[config.mk]
export PLATFORM = sky130hd
export DESIGN_NAME = pcache_top
export DESIGN_NICKNAME = d
export VERILOG_FILES = /design/src/rtl/pcache_pkg.sv /design/src/rtl/pcache_store.sv /design/src/rtl/pcache_side.sv /design/src/rtl/pcache_arb.sv /design/src/rtl/pcache_top.sv
export SDC_FILE = /design/constraint.sdc
export NUM_CORES = 2
export LEC_CHECK = 0
export ABC_AREA = 1
export CAP_MARGIN = 10
export CORE_ASPECT_RATIO = 0.9
export CORE_MARGIN = 4
export CORE_UTILIZATION = 45
export CTS_BUF_LIST = sky130_fd_sc_hd__clkbuf_16
export CTS_CLUSTER_DIAMETER = 40
export CTS_CLUSTER_SIZE = 16
export DETAILED_ROUTE_END_ITERATION = 8
export DONT_BUFFER_PORTS = 1
export PLACE_DENSITY = 0.71
export SKIP_LAST_GASP = 1
export SLEW_MARGIN = 5
export SYNTH_ARGS = -nofsm -noshare
export SYNTH_HDL_FRONTEND = slang
export SYNTH_SLANG_ARGS = --single-unit
[constraint.sdc]
create_clock -name clk -period 5.68 [get_ports clk]
set_clock_uncertainty 0.1 [all_clocks]
set_input_delay 0.852 -clock clk [delete_from_list [all_inputs] [get_ports clk]]
set_output_delay 0.852 -clock clk [all_outputs]
set_load 0.05 [all_outputs]
[src/rtl/pcache_pkg.sv]
package pcache_pkg;
    localparam int unsigned PC_ADDR_W = 16;
    localparam int unsigned PC_DATA_W = 32;
    localparam int unsigned PC_LANES  = PC_DATA_W / 8;

    typedef logic [PC_ADDR_W-1:0] addr_t;
    typedef logic [PC_DATA_W-1:0] data_t;
    typedef logic [PC_LANES-1:0]  lpar_t;

    typedef enum logic [1:0] {CS_IDLE, CS_MISS, CS_FLUSH, CS_RESP} cstate_e;
    typedef enum logic {AS_IDLE, AS_WAIT} astate_e;

    typedef struct packed {
        data_t data;
        lpar_t par;
    } fill_t;

    function automatic lpar_t lane_parity(data_t d);
        lpar_t p;
        for (int k = 0; k < PC_LANES; k++) p[k] = ^d[8*k +: 8];
        return p;
    endfunction

    function automatic logic in_window(addr_t a, addr_t lo, addr_t hi);
        return (a >= lo) && (a < hi);
    endfunction
endpackage

[src/rtl/pcache_store.sv]
module pcache_store
    import pcache_pkg::*;
#(
    parameter int unsigned LINES = 16,
    localparam int unsigned IDX_W = $clog2(LINES),
    localparam int unsigned TAG_W = PC_ADDR_W - 2 - IDX_W
) (
    input  logic             clk,
    input  logic             rst,
    input  logic [IDX_W-1:0] look_idx,
    input  logic [TAG_W-1:0] look_tag,
    output logic             hit_raw,
    output logic             par_bad,
    output data_t            rd_data,
    input  logic             wr_en,
    input  logic [IDX_W-1:0] wr_idx,
    input  logic [TAG_W-1:0] wr_tag,
    input  fill_t            wr_fill,
    input  logic             clr_en,
    input  logic [IDX_W-1:0] clr_idx
);
    logic [LINES-1:0] valid;
    logic [TAG_W-1:0] tag_q  [LINES];
    logic             tpar_q [LINES];
    data_t            data_q [LINES];
    lpar_t            dpar_q [LINES];

    always_ff @(posedge clk) begin
        if (rst) begin
            valid <= '0;
        end else if (wr_en) begin
            valid[wr_idx] <= 1'b1;
        end else if (clr_en) begin
            valid[clr_idx] <= 1'b0;
        end
    end

    always_ff @(posedge clk) begin
        if (wr_en) begin
            tag_q[wr_idx]  <= wr_tag;
            tpar_q[wr_idx] <= ^{1'b1, wr_tag};
            data_q[wr_idx] <= wr_fill.data;
            dpar_q[wr_idx] <= wr_fill.par;
        end
    end

    logic tag_ok, data_ok;
    always_comb begin
        hit_raw = valid[look_idx] && (tag_q[look_idx] == look_tag);
        tag_ok  = (^{valid[look_idx], tag_q[look_idx]}) == tpar_q[look_idx];
        data_ok = lane_parity(data_q[look_idx]) == dpar_q[look_idx];
        par_bad = hit_raw && !(tag_ok && data_ok);
        rd_data = data_q[look_idx];
    end

    p_wr_clr_excl_r5: assert property (@(posedge clk) disable iff (rst)
        !(wr_en && clr_en));
    p_clear_line_r5: assert property (@(posedge clk) disable iff (rst)
        clr_en |=> !valid[$past(clr_idx)]);
    p_fill_sets_r2: assert property (@(posedge clk) disable iff (rst)
        wr_en |=> valid[$past(wr_idx)]);
endmodule

[src/rtl/pcache_side.sv]
module pcache_side
    import pcache_pkg::*;
#(
    parameter int unsigned LINES    = 16,
    parameter addr_t       UC_BASE  = 16'h8000,
    parameter addr_t       UC_LIMIT = 16'h9000,
    localparam int unsigned IDX_W = $clog2(LINES),
    localparam int unsigned TAG_W = PC_ADDR_W - 2 - IDX_W
) (
    input  logic  clk,
    input  logic  rst,
    input  logic  req_valid,
    input  addr_t req_addr,
    output logic  rsp_valid,
    output data_t rsp_data,
    output logic  busy,
    output logic  mc_stb,
    output logic  mreq,
    output addr_t maddr,
    input  logic  fill_valid,
    input  fill_t fill
);
    localparam logic [IDX_W-1:0] LAST = IDX_W'(LINES - 1);

    cstate_e          state;
    logic [IDX_W-1:0] cnt;
    logic [IDX_W-1:0] idx;
    logic [TAG_W-1:0] tag;
    logic             uc, hit_raw, par_bad, wr_en;
    data_t            rd_data;

    assign idx   = req_addr[2 +: IDX_W];
    assign tag   = req_addr[PC_ADDR_W-1 -: TAG_W];
    assign uc    = in_window(req_addr, UC_BASE, UC_LIMIT);
    assign wr_en = (state == CS_MISS) && fill_valid && !uc;

    pcache_store #(.LINES(LINES)) u_store (
        .clk      (clk),
        .rst      (rst),
        .look_idx (idx),
        .look_tag (tag),
        .hit_raw  (hit_raw),
        .par_bad  (par_bad),
        .rd_data  (rd_data),
        .wr_en    (wr_en),
        .wr_idx   (idx),
        .wr_tag   (tag),
        .wr_fill  (fill),
        .clr_en   (state == CS_FLUSH),
        .clr_idx  (cnt)
    );

    always_ff @(posedge clk) begin
        if (rst) begin
            state    <= CS_IDLE;
            cnt      <= '0;
            mc_stb   <= 1'b0;
            rsp_data <= '0;
        end else begin
            mc_stb <= 1'b0;
            unique case (state)
                CS_IDLE: if (req_valid) begin
                    if (uc || !hit_raw) begin
                        state <= CS_MISS;
                    end else if (par_bad) begin
                        state  <= CS_FLUSH;
                        cnt    <= '0;
                        mc_stb <= 1'b1;
                    end else begin
                        state    <= CS_RESP;
                        rsp_data <= rd_data;
                    end
                end
                CS_MISS: if (fill_valid) begin
                    state    <= CS_RESP;
                    rsp_data <= fill.data;
                end
                CS_FLUSH: begin
                    if (cnt == LAST) state <= CS_IDLE;
                    else             cnt   <= cnt + 1'b1;
                end
                default: state <= CS_IDLE;
            endcase
        end
    end

    assign rsp_valid = (state == CS_RESP);
    assign busy      = (state == CS_FLUSH);
    assign mreq      = (state == CS_MISS);
    assign maddr     = req_addr;

    p_fault_enters_sweep_r4: assert property (@(posedge clk) disable iff (rst)
        mc_stb |-> busy && !rsp_valid);
    p_sweep_starts_at_zero_r5: assert property (@(posedge clk) disable iff (rst)
        $rose(busy) |-> cnt == '0);
    p_sweep_ends_at_last_r6: assert property (@(posedge clk) disable iff (rst)
        $fell(busy) |-> $past(cnt) == LAST);
    p_uc_never_writes_r7: assert property (@(posedge clk) disable iff (rst)
        (mreq && uc) |-> !wr_en);
endmodule

[src/rtl/pcache_arb.sv]
module pcache_arb
    import pcache_pkg::*;
(
    input  logic       clk,
    input  logic       rst,
    input  logic [1:0] mreq,
    input  addr_t      maddr [2],
    output logic [1:0] fill_valid,
    output logic       mem_req_valid,
    output addr_t      mem_req_addr,
    input  logic       mem_rsp_valid
);
    astate_e ast;
    logic    owner;

    always_ff @(posedge clk) begin
        if (rst) begin
            ast           <= AS_IDLE;
            owner         <= 1'b0;
            mem_req_valid <= 1'b0;
            mem_req_addr  <= '0;
        end else begin
            mem_req_valid <= 1'b0;
            unique case (ast)
                AS_IDLE: if (|mreq) begin
                    owner         <= mreq[1];
                    mem_req_addr  <= mreq[1] ? maddr[1] : maddr[0];
                    mem_req_valid <= 1'b1;
                    ast           <= AS_WAIT;
                end
                AS_WAIT: if (mem_rsp_valid) ast <= AS_IDLE;
                default: ast <= AS_IDLE;
            endcase
        end
    end

    for (genvar g = 0; g < 2; g++) begin : g_fill
        assign fill_valid[g] = (ast == AS_WAIT) && mem_rsp_valid && (owner == 1'(g));
        p_fill_to_waiter_r8: assert property (@(posedge clk) disable iff (rst)
            fill_valid[g] |-> mreq[g]);
    end

    p_single_outstanding_r8: assert property (@(posedge clk) disable iff (rst)
        mem_req_valid |=> !mem_req_valid);
    p_data_first_r8: assert property (@(posedge clk) disable iff (rst)
        (ast == AS_IDLE && mreq[1]) |=> (owner && mem_req_valid));
endmodule

[src/rtl/pcache_top.sv]
module pcache_top
    import pcache_pkg::*;
#(
    parameter int unsigned LINES    = 16,
    parameter addr_t       UC_BASE  = 16'h8000,
    parameter addr_t       UC_LIMIT = 16'h9000
) (
    input  logic                 clk,
    input  logic                 rst,
    input  logic                 i_req_valid,
    input  logic [PC_ADDR_W-1:0] i_req_addr,
    output logic                 i_rsp_valid,
    output logic [PC_DATA_W-1:0] i_rsp_data,
    output logic                 i_busy,
    input  logic                 d_req_valid,
    input  logic [PC_ADDR_W-1:0] d_req_addr,
    output logic                 d_rsp_valid,
    output logic [PC_DATA_W-1:0] d_rsp_data,
    output logic                 d_busy,
    output logic                 mc_stb,
    output logic [1:0]           mc_src,
    output logic                 mem_req_valid,
    output logic [PC_ADDR_W-1:0] mem_req_addr,
    input  logic                 mem_rsp_valid,
    input  logic [PC_DATA_W-1:0] mem_rsp_data,
    input  logic [PC_LANES-1:0]  mem_rsp_par
);
    logic [1:0] req_v, rsp_v, busy_v, mc_v, mreq, fill_v;
    addr_t      req_a [2];
    addr_t      maddr [2];
    data_t      rsp_d [2];
    fill_t      fill;

    assign req_v    = {d_req_valid, i_req_valid};
    assign req_a[0] = i_req_addr;
    assign req_a[1] = d_req_addr;
    assign fill     = '{data: mem_rsp_data, par: mem_rsp_par};

    for (genvar s = 0; s < 2; s++) begin : g_side
        pcache_side #(.LINES(LINES), .UC_BASE(UC_BASE), .UC_LIMIT(UC_LIMIT)) u_side (
            .clk        (clk),
            .rst        (rst),
            .req_valid  (req_v[s]),
            .req_addr   (req_a[s]),
            .rsp_valid  (rsp_v[s]),
            .rsp_data   (rsp_d[s]),
            .busy       (busy_v[s]),
            .mc_stb     (mc_v[s]),
            .mreq       (mreq[s]),
            .maddr      (maddr[s]),
            .fill_valid (fill_v[s]),
            .fill       (fill)
        );
    end

    pcache_arb u_arb (
        .clk           (clk),
        .rst           (rst),
        .mreq          (mreq),
        .maddr         (maddr),
        .fill_valid    (fill_v),
        .mem_req_valid (mem_req_valid),
        .mem_req_addr  (mem_req_addr),
        .mem_rsp_valid (mem_rsp_valid)
    );

    assign i_rsp_valid = rsp_v[0];
    assign i_rsp_data  = rsp_d[0];
    assign i_busy      = busy_v[0];
    assign d_rsp_valid = rsp_v[1];
    assign d_rsp_data  = rsp_d[1];
    assign d_busy      = busy_v[1];
    assign mc_stb      = |mc_v;
    assign mc_src      = mc_v;

    p_idle_after_reset_r1: assert property (@(posedge clk)
        $past(rst) |-> !mc_stb && !mem_req_valid && !i_rsp_valid && !d_rsp_valid);
endmodule

Yosys cells after proc, flatten, opt, wreduce, memory -nomap -nowiden
Memory sizes are Yosys's and may differ from the RTL's. Cells that the tools add are included.

Flip-flop bits (word level): 129. Memory bits (writable): 1504. Bits of input ports: 73. Output and inout bits: 88. Logic and storage cells: 193. Memories kept: 8.

Add/subtract/negate cells: 2. Order comparisons: 12. Equality and inequality tests: 28. Multiplexer cells: 58. Bitwise operators: 12. Reductions and logical operators: 59.

Memories: g_side[0].u_side.u_store.data_q (words 16, width 32, rd ports 1, clocked after memory_dff 0, wr ports 1, RTL line pcache_store.sv:25) `data_t data_q [LINES];`; g_side[1].u_side.u_store.data_q (words 16, width 32, rd ports 1, clocked after memory_dff 0, wr ports 1, RTL line pcache_store.sv:25); g_side[0].u_side.u_store.tag_q (words 16, width 10, rd ports 1, clocked after memory_dff 0, wr ports 1, RTL line pcache_store.sv:23) `logic [TAG_W-1:0] tag_q [LINES];`; g_side[1].u_side.u_store.tag_q (words 16, width 10, rd ports 1, clocked after memory_dff 0, wr ports 1, RTL line pcache_store.sv:23); g_side[0].u_side.u_store.dpar_q (words 16, width 4, rd ports 1, clocked after memory_dff 0, wr ports 1, RTL line pcache_store.sv:26) `lpar_t dpar_q [LINES];`; g_side[1].u_side.u_store.dpar_q (words 16, width 4, rd ports 1, clocked after memory_dff 0, wr ports 1, RTL line pcache_store.sv:26); +2 memories.

Operator list (count): $mux W32 (8); $pmux W32 S2 (2); $mux W16 (5); $reduce_xor A8 Y1 (8); $reduce_xor A11 Y1 (4); $and A16 B16 Y16 (2); $ge A16 B16 Y1 const B (2); $lt A16 B16 Y1 const B (2); $mux W4 (8); $not A16 Y16 (2); $or A16 B16 Y16 (2); $eq A10 B10 Y1 (2); $lt A4 B5 Y1 const B (4); $ne A2 B2 Y1 const B (10); $reduce_and A5 Y1 (4); $logic_and A1 B1 Y1 (19); $demux W1 S4 (4); $ge A4 B1 Y1 const B (4); $mux W1 (16); $mux W2 (8); $pmux W4 S2 (2); $pmux W2 S3 (2); $reduce_bool A2 Y1 (6); $add A4 B1 Y4 const B (2); 16 further kinds (43).

Longest topological paths before layout
Depth in word-level cells: 11. Gate-level depth with buffers: 29. Gate-level depth less buffers: 26.

Modules after synthesis
From an unflattened synthesis, not the netlist that was laid out.

Cell total of the unflattened synthesis: 6733. Area total of the unflattened synthesis: 70520.1 um2.

Modules (own cells, without submodules): pcache_store (g_side[0].u_side.u_store) (instances 1, cells each 3006, area each 32711.4 um2, seq. area each 22902.0 um2); pcache_store (g_side[1].u_side.u_store) (instances 1, cells each 2882, area each 32383.6 um2, seq. area each 22902.0 um2); pcache_side (instances 2, cells each 337, area each 2198.4 um2, seq. area each 780.7 um2); pcache_arb (instances 1, cells each 168, area each 1017.2 um2, seq. area each 380.4 um2); pcache_top (instances 1, cells each 3, area each 11.3 um2, seq. area each 0.0 um2).

Worst setup path after synthesis
No wires, ideal clock.

Path kind: input port to flip-flop. From: input i_req_addr[2]. To: register g_side[0].u_side.u_store.valid[0]. Setup time: 68 ps. Data arrival time: 4727 ps. Required time: 5512 ps. Setup slack: 785 ps. Stages: 11. Buffers on the path: 2. Cell sequence: buf_4 > nor2_4 > clkinv_1 > clkbuf_1 > nor3_1 > a31oi_1 > nor2_1 > nor3_1 > nand2_1 > nor2_1 > o221a_2.

Word-level cells in the longest chain between the ends: 6. Elaborated cells between the ends (all ways): 13. Those cells by class: order compare: 4; mux: 3; bitwise: 1; reduce/logical: 5.

Ends and longest elaborated chain: start, declared (RTL line pcache_top.sv:11) `input logic [PC_ADDR_W-1:0] i_req_addr,`; $lt A4 B5 Y1 (not written as such) or $ge A4 B1 Y1 (tied branches) (RTL line pcache_store.sv:32) `valid[wr_idx] <= 1'b1;`; $logic_and A1 B1 Y1 (not written as such) (RTL line pcache_store.sv:32); $mux W1 (not written as such) (RTL line pcache_store.sv:32); $demux W1 S4 (RTL line pcache_store.sv:32); $or A16 B16 Y16 (no source line); $mux W16 (RTL line pcache_store.sv:31) `end else if (wr_en) begin`; end signal, assigned (RTL line pcache_store.sv:30) `valid <= '0;`; end signal, assigned by index (RTL line pcache_store.sv:32); end signal, assigned by index (RTL line pcache_store.sv:34) `valid[clr_idx] <= 1'b0;`; end, declared (RTL line pcache_store.sv:22) `logic [LINES-1:0] valid;`.

Several ways; a longest one is shown, not always the timed one. A chain may end at the register's enable or synchronous reset.

Worst setup path in the final report
From: input d_req_addr[3]. To: register g_side[1].u_side.rsp_data[2].

Word-level cells in the longest chain between the ends: 9. Elaborated cells between the ends (all ways): 30. Those cells by class: order compare: 2; eq/ne: 5; mux: 6; reduce/logical: 13; memory: 4.

Ends and longest elaborated chain: start, declared (RTL line pcache_top.sv:16) `input logic [PC_ADDR_W-1:0] d_req_addr,`; branches (longest 9 deep; another with $mem_v2 Z16 W32); end signal, assigned (RTL line pcache_side.sv:71) `rsp_data <= rd_data;`; end signal, assigned (RTL line pcache_side.sv:76) `rsp_data <= fill.data;`; end, declared (RTL line pcache_side.sv:15) `output data_t rsp_data,`.

Parallel ways; which one is timed is not known. The select of a mux whose other input is x is not followed.

==> metrics.md <==
| Metric | Value |
|---|---|
| Vias | approximately 46,000 |
| Gr ovfl total | 0 |
| CP arrival | around 4.8 ns |
| Area grow syn2layout | 12.2% |
| Hold Slack | 0.0476 ns |
| Total Wirelength | approximately 190 mm |
| Clk buf depth | 3 |
| Worst-skew pair later-pin latency | 0.80 ns |
| RSZ-0062 raised after global routing | no |
| Via density per instance | 5.63 |
| Final slew viol count | 0 |
| Hpwl dp | 110 mm |
| Total CTS buffers | between 150 and 200 |
| Reg clk slew, reported paths | approximately 0.060 ns |
| P_leak | about 28 nW |
| Syn_nets | 6,184 |
| Most common cell after layout, fill and taps aside | nand2_1 |
| Die height | approximately 370 microns |
| Post-route DRC | 0 |
| Placed cell area | approximately 70,000 sq um |
| IO Count | between 150 and 200 |
| I/O Buffers | 0 |
| Synth warn | 0 |
| Initial antenna violation count | 8 |
| Critical path's largest stage delay | between 0.6 and 0.7 ns |
| Initial Util | 45.3% |
| PD cells | ~370 nW/um^2 |
| DIE AREA | 156,000 sq um |
| Crit share post-route | 74.9% |
| Slew headroom | between 20% and 30% |
| Crit-path max FO | 72 |
| Util after Layout | slightly above 50% |
| Vias in the first global route | ~44,000 |
| TNS Setup | 0 ns |
| Count of cell types in the netlist | 44 |
| Drt initial violations | roughly 5,500 |
| # clock sinks | roughly 1,600 |
| Root Buffer | clkbuf_16 |
| Top delay family on crit path | simple AND/OR/NAND/NOR gates |
| Setup Buffers After CTS | 0 |
| Final std cells w/o fill | approximately 8,200 |
| Register area share after synthesis | 71.0% |
| Final Hold Fails | 0 |
| Register area | ~48,000 sq um |
| Wire per inst | approximately 23 microns |
| TritonRoute pass-1 iters | 8 |
| Commonest non-fill, non-tap cells in the layout | nand2_1 (2,850), edfxtp_1 (1,504), inv_1 (248) |
| Syn_area_per_cell | 11.0 sq um |
| Share of cells above drive strength 1 | under 10% |
| GPL Wtd Cong | ~0.9 |
| Setup crit end kind | register |
| Largest net degree at the start of global routing | 226 |
| Synth Cell Area | between 60,000 and 70,000 sq um |
| CTS tree | done |
| WP buf/inv | 3 |
| CP most frequent cell | nand2_1 |
| Final Setup Violations | 0 |
| Worst-path cell chain | inv_2 -> nand2_4 -> inv_6 -> buf_4 -> a22oi_1 -> nand2_1 -> nand2_1 -> nand2_1 -> nor2_1 -> a21oi_1 -> nand3_1 -> nor2_1 -> nand3_1 -> nor2_2 -> o21ai_2 -> nor2_8 -> nand2_2 -> nand2_1 -> a21oi_1 |
| Run status | complete, no violations |
| CP Class | primary input to register |
| Final-layout fill cell count | about 13,000 |
| Crit path required time | between 6 and 7 ns |
| Placed Cells | between 7,000 and 8,000 |
| Hold Crit Class | primary input to register |
| Fin area | 75,500 sq um |
| CP startpoint kind | primary input |
| Fin nets | between 6,000 and 7,000 |
| H-tree depth | 4 |
| Multi-input logic area | between 15,000 and 20,000 sq um |
| Row cnt | approximately 130 |
| FF+latch count, synth | ~1,600 |
| CP max stage cell | inv_6 |
| Cells after Synth | 6,091 |
| First-pass GRT wire length | 280 mm |
| Max_cap viols | 0 |
| Tightest Pin Transition | ~1.1 ns |
| Gr usage total | 23.9% |
| Die X | about 420 microns |
| Tmin final | 4.25 ns |
| Worst VDD drop | between 0.3 and 0.4 mV |
| Remaining antenna violation count | 0 |
| Maximum clock frequency | between 0.2 and 0.25 GHz |
| Core area | approximately 150,000 sq um |
| Worst reg2reg setup slack | about 2.0 ns |
==> cell type report <==
type / instances / area share [%]
multi-input cells: 3933 / 23.2
repair buffers: 121 / 1.76
diodes: 3 / 0.00995
well taps: 1972 / 3.27
inverters: 245 / 1.24
flip-flops and latches: 1633 / 63.3
clock buffers: 164 / 5.44
clock inverters: 133 / 1.84
==> cells by family (layout without fill, tap and decap cells) <==
logic type               count (synthesis)  after routing  share of synthesized area (%)
buffers and inverters                  525            663                           3.46
adder cells (fa/ha/maj)                 20             20                          0.372
AND/OR/NAND/NOR                       3401           3401                           20.2
flip-flops                            1633           1633                           71.0
AO/OA/AOI/OAI                          496            496                           4.80
XOR/XNOR                                16             16                          0.208
other                                    0              3                              0
==> path summary, 6_finish.rpt <==
path	depth (start not counted)	end	startpoint
min	0	g_side[0].u_side.u_store.data_q[1][14]	mem_rsp_data[14]
max	19	g_side[1].u_side.rsp_data[2]	d_req_addr[3]
min reg2reg	2	u_arb.owner	u_arb.owner
max reg2reg	7	g_side[1].u_side.u_store.data_q[7][2]	g_side[1].u_side.state[0]
==> state kept, by name, indices dropped and copies added (netlist names) <==
signal and flops:
g_side.u_side.u_store.tag_q 320, g_side.u_side.cnt 8, u_arb.mem_req_addr 16, g_side.u_side.u_store.data_q 1024, g_side.u_side.u_store.tpar_q 32, g_side.u_side.state 4, u_arb.mem_req_valid 1, g_side.u_side.u_store.dpar_q 128
u_arb.ast 1, g_side.u_side.mc_stb 2, u_arb.owner 1, g_side.u_side.rsp_data 64, g_side.u_side.u_store.valid 32
==> where the power goes <==
group	switching, W	total [W]	leakage, nW	internal [W]
Sequential	0.000906	0.0143	14.6	0.0134
Combinational	0.00216	0.00295	11.1	0.000796
Clock	0.00489	0.0110	2.73	0.00608
Total	0.00796	0.0282	28.4	0.0203
==> metal layers <==
| metal | vias up | routed length [microns] | GRT usage [%] |
|---|---|---|---|
| li1 | 20900 | - | - |
| met3 | 406 | 20000 | 4.90 |
| met1 | 22400 | 74200 | 31.8 |
| met5 | - | 10 | 0 |
| met4 | 2 | 7490 | 9.49 |
| met2 | 2544 | 88700 | 38.6 |
==> repair_timing <==
item                       CTS  global route
setup endpoints to repair    0             0
hold buffers                 8             0
resized for setup            0             0
hold endpoints to repair    50             0
==> cell usage after synthesis (all sizes together) <==
library cell / n / area, sq um
clkbuf: 85 / 319
nand3b: 6 / 57.6
nand3: 125 / 686
a31oi: 21 / 131
inv: 243 / 917
edfxtp: 1504 / 45200
nand2: 2855 / 10700
o21a: 1 / 7.51
o22ai: 80 / 500
o221a: 29 / 327
xnor2: 5 / 43.8
nor3: 10 / 50.1
nor3b: 1 / 7.51
o31ai: 2 / 15.0
or2: 1 / 6.26
dfxtp: 129 / 2580
ha: 20 / 250
a21oi: 54 / 270
a22oi: 166 / 1250
clkinv: 2 / 7.51
o21ai: 139 / 699
a211oi: 1 / 7.51
o211ai: 2 / 15.0
xor2: 11 / 96.3
nand4: 161 / 1020
a31o: 1 / 8.76
nor2: 242 / 982
buf: 195 / 1080
==> stage by stage <==
| stage | setup slack [ns] | power (W) |
|---|---|---|
| CTS | 1.53 | 0.0283 |
| finish | 1.43 | 0.0282 |
| global route | 1.21 | 0.0292 |
| floorplan | 0.785 | 0.0165 |
| detailed placement | 0.707 | 0.0174 |
| global placement | 0.765 | 0.0174 |
No activity file was read; power rests on OpenSTA's default activity.
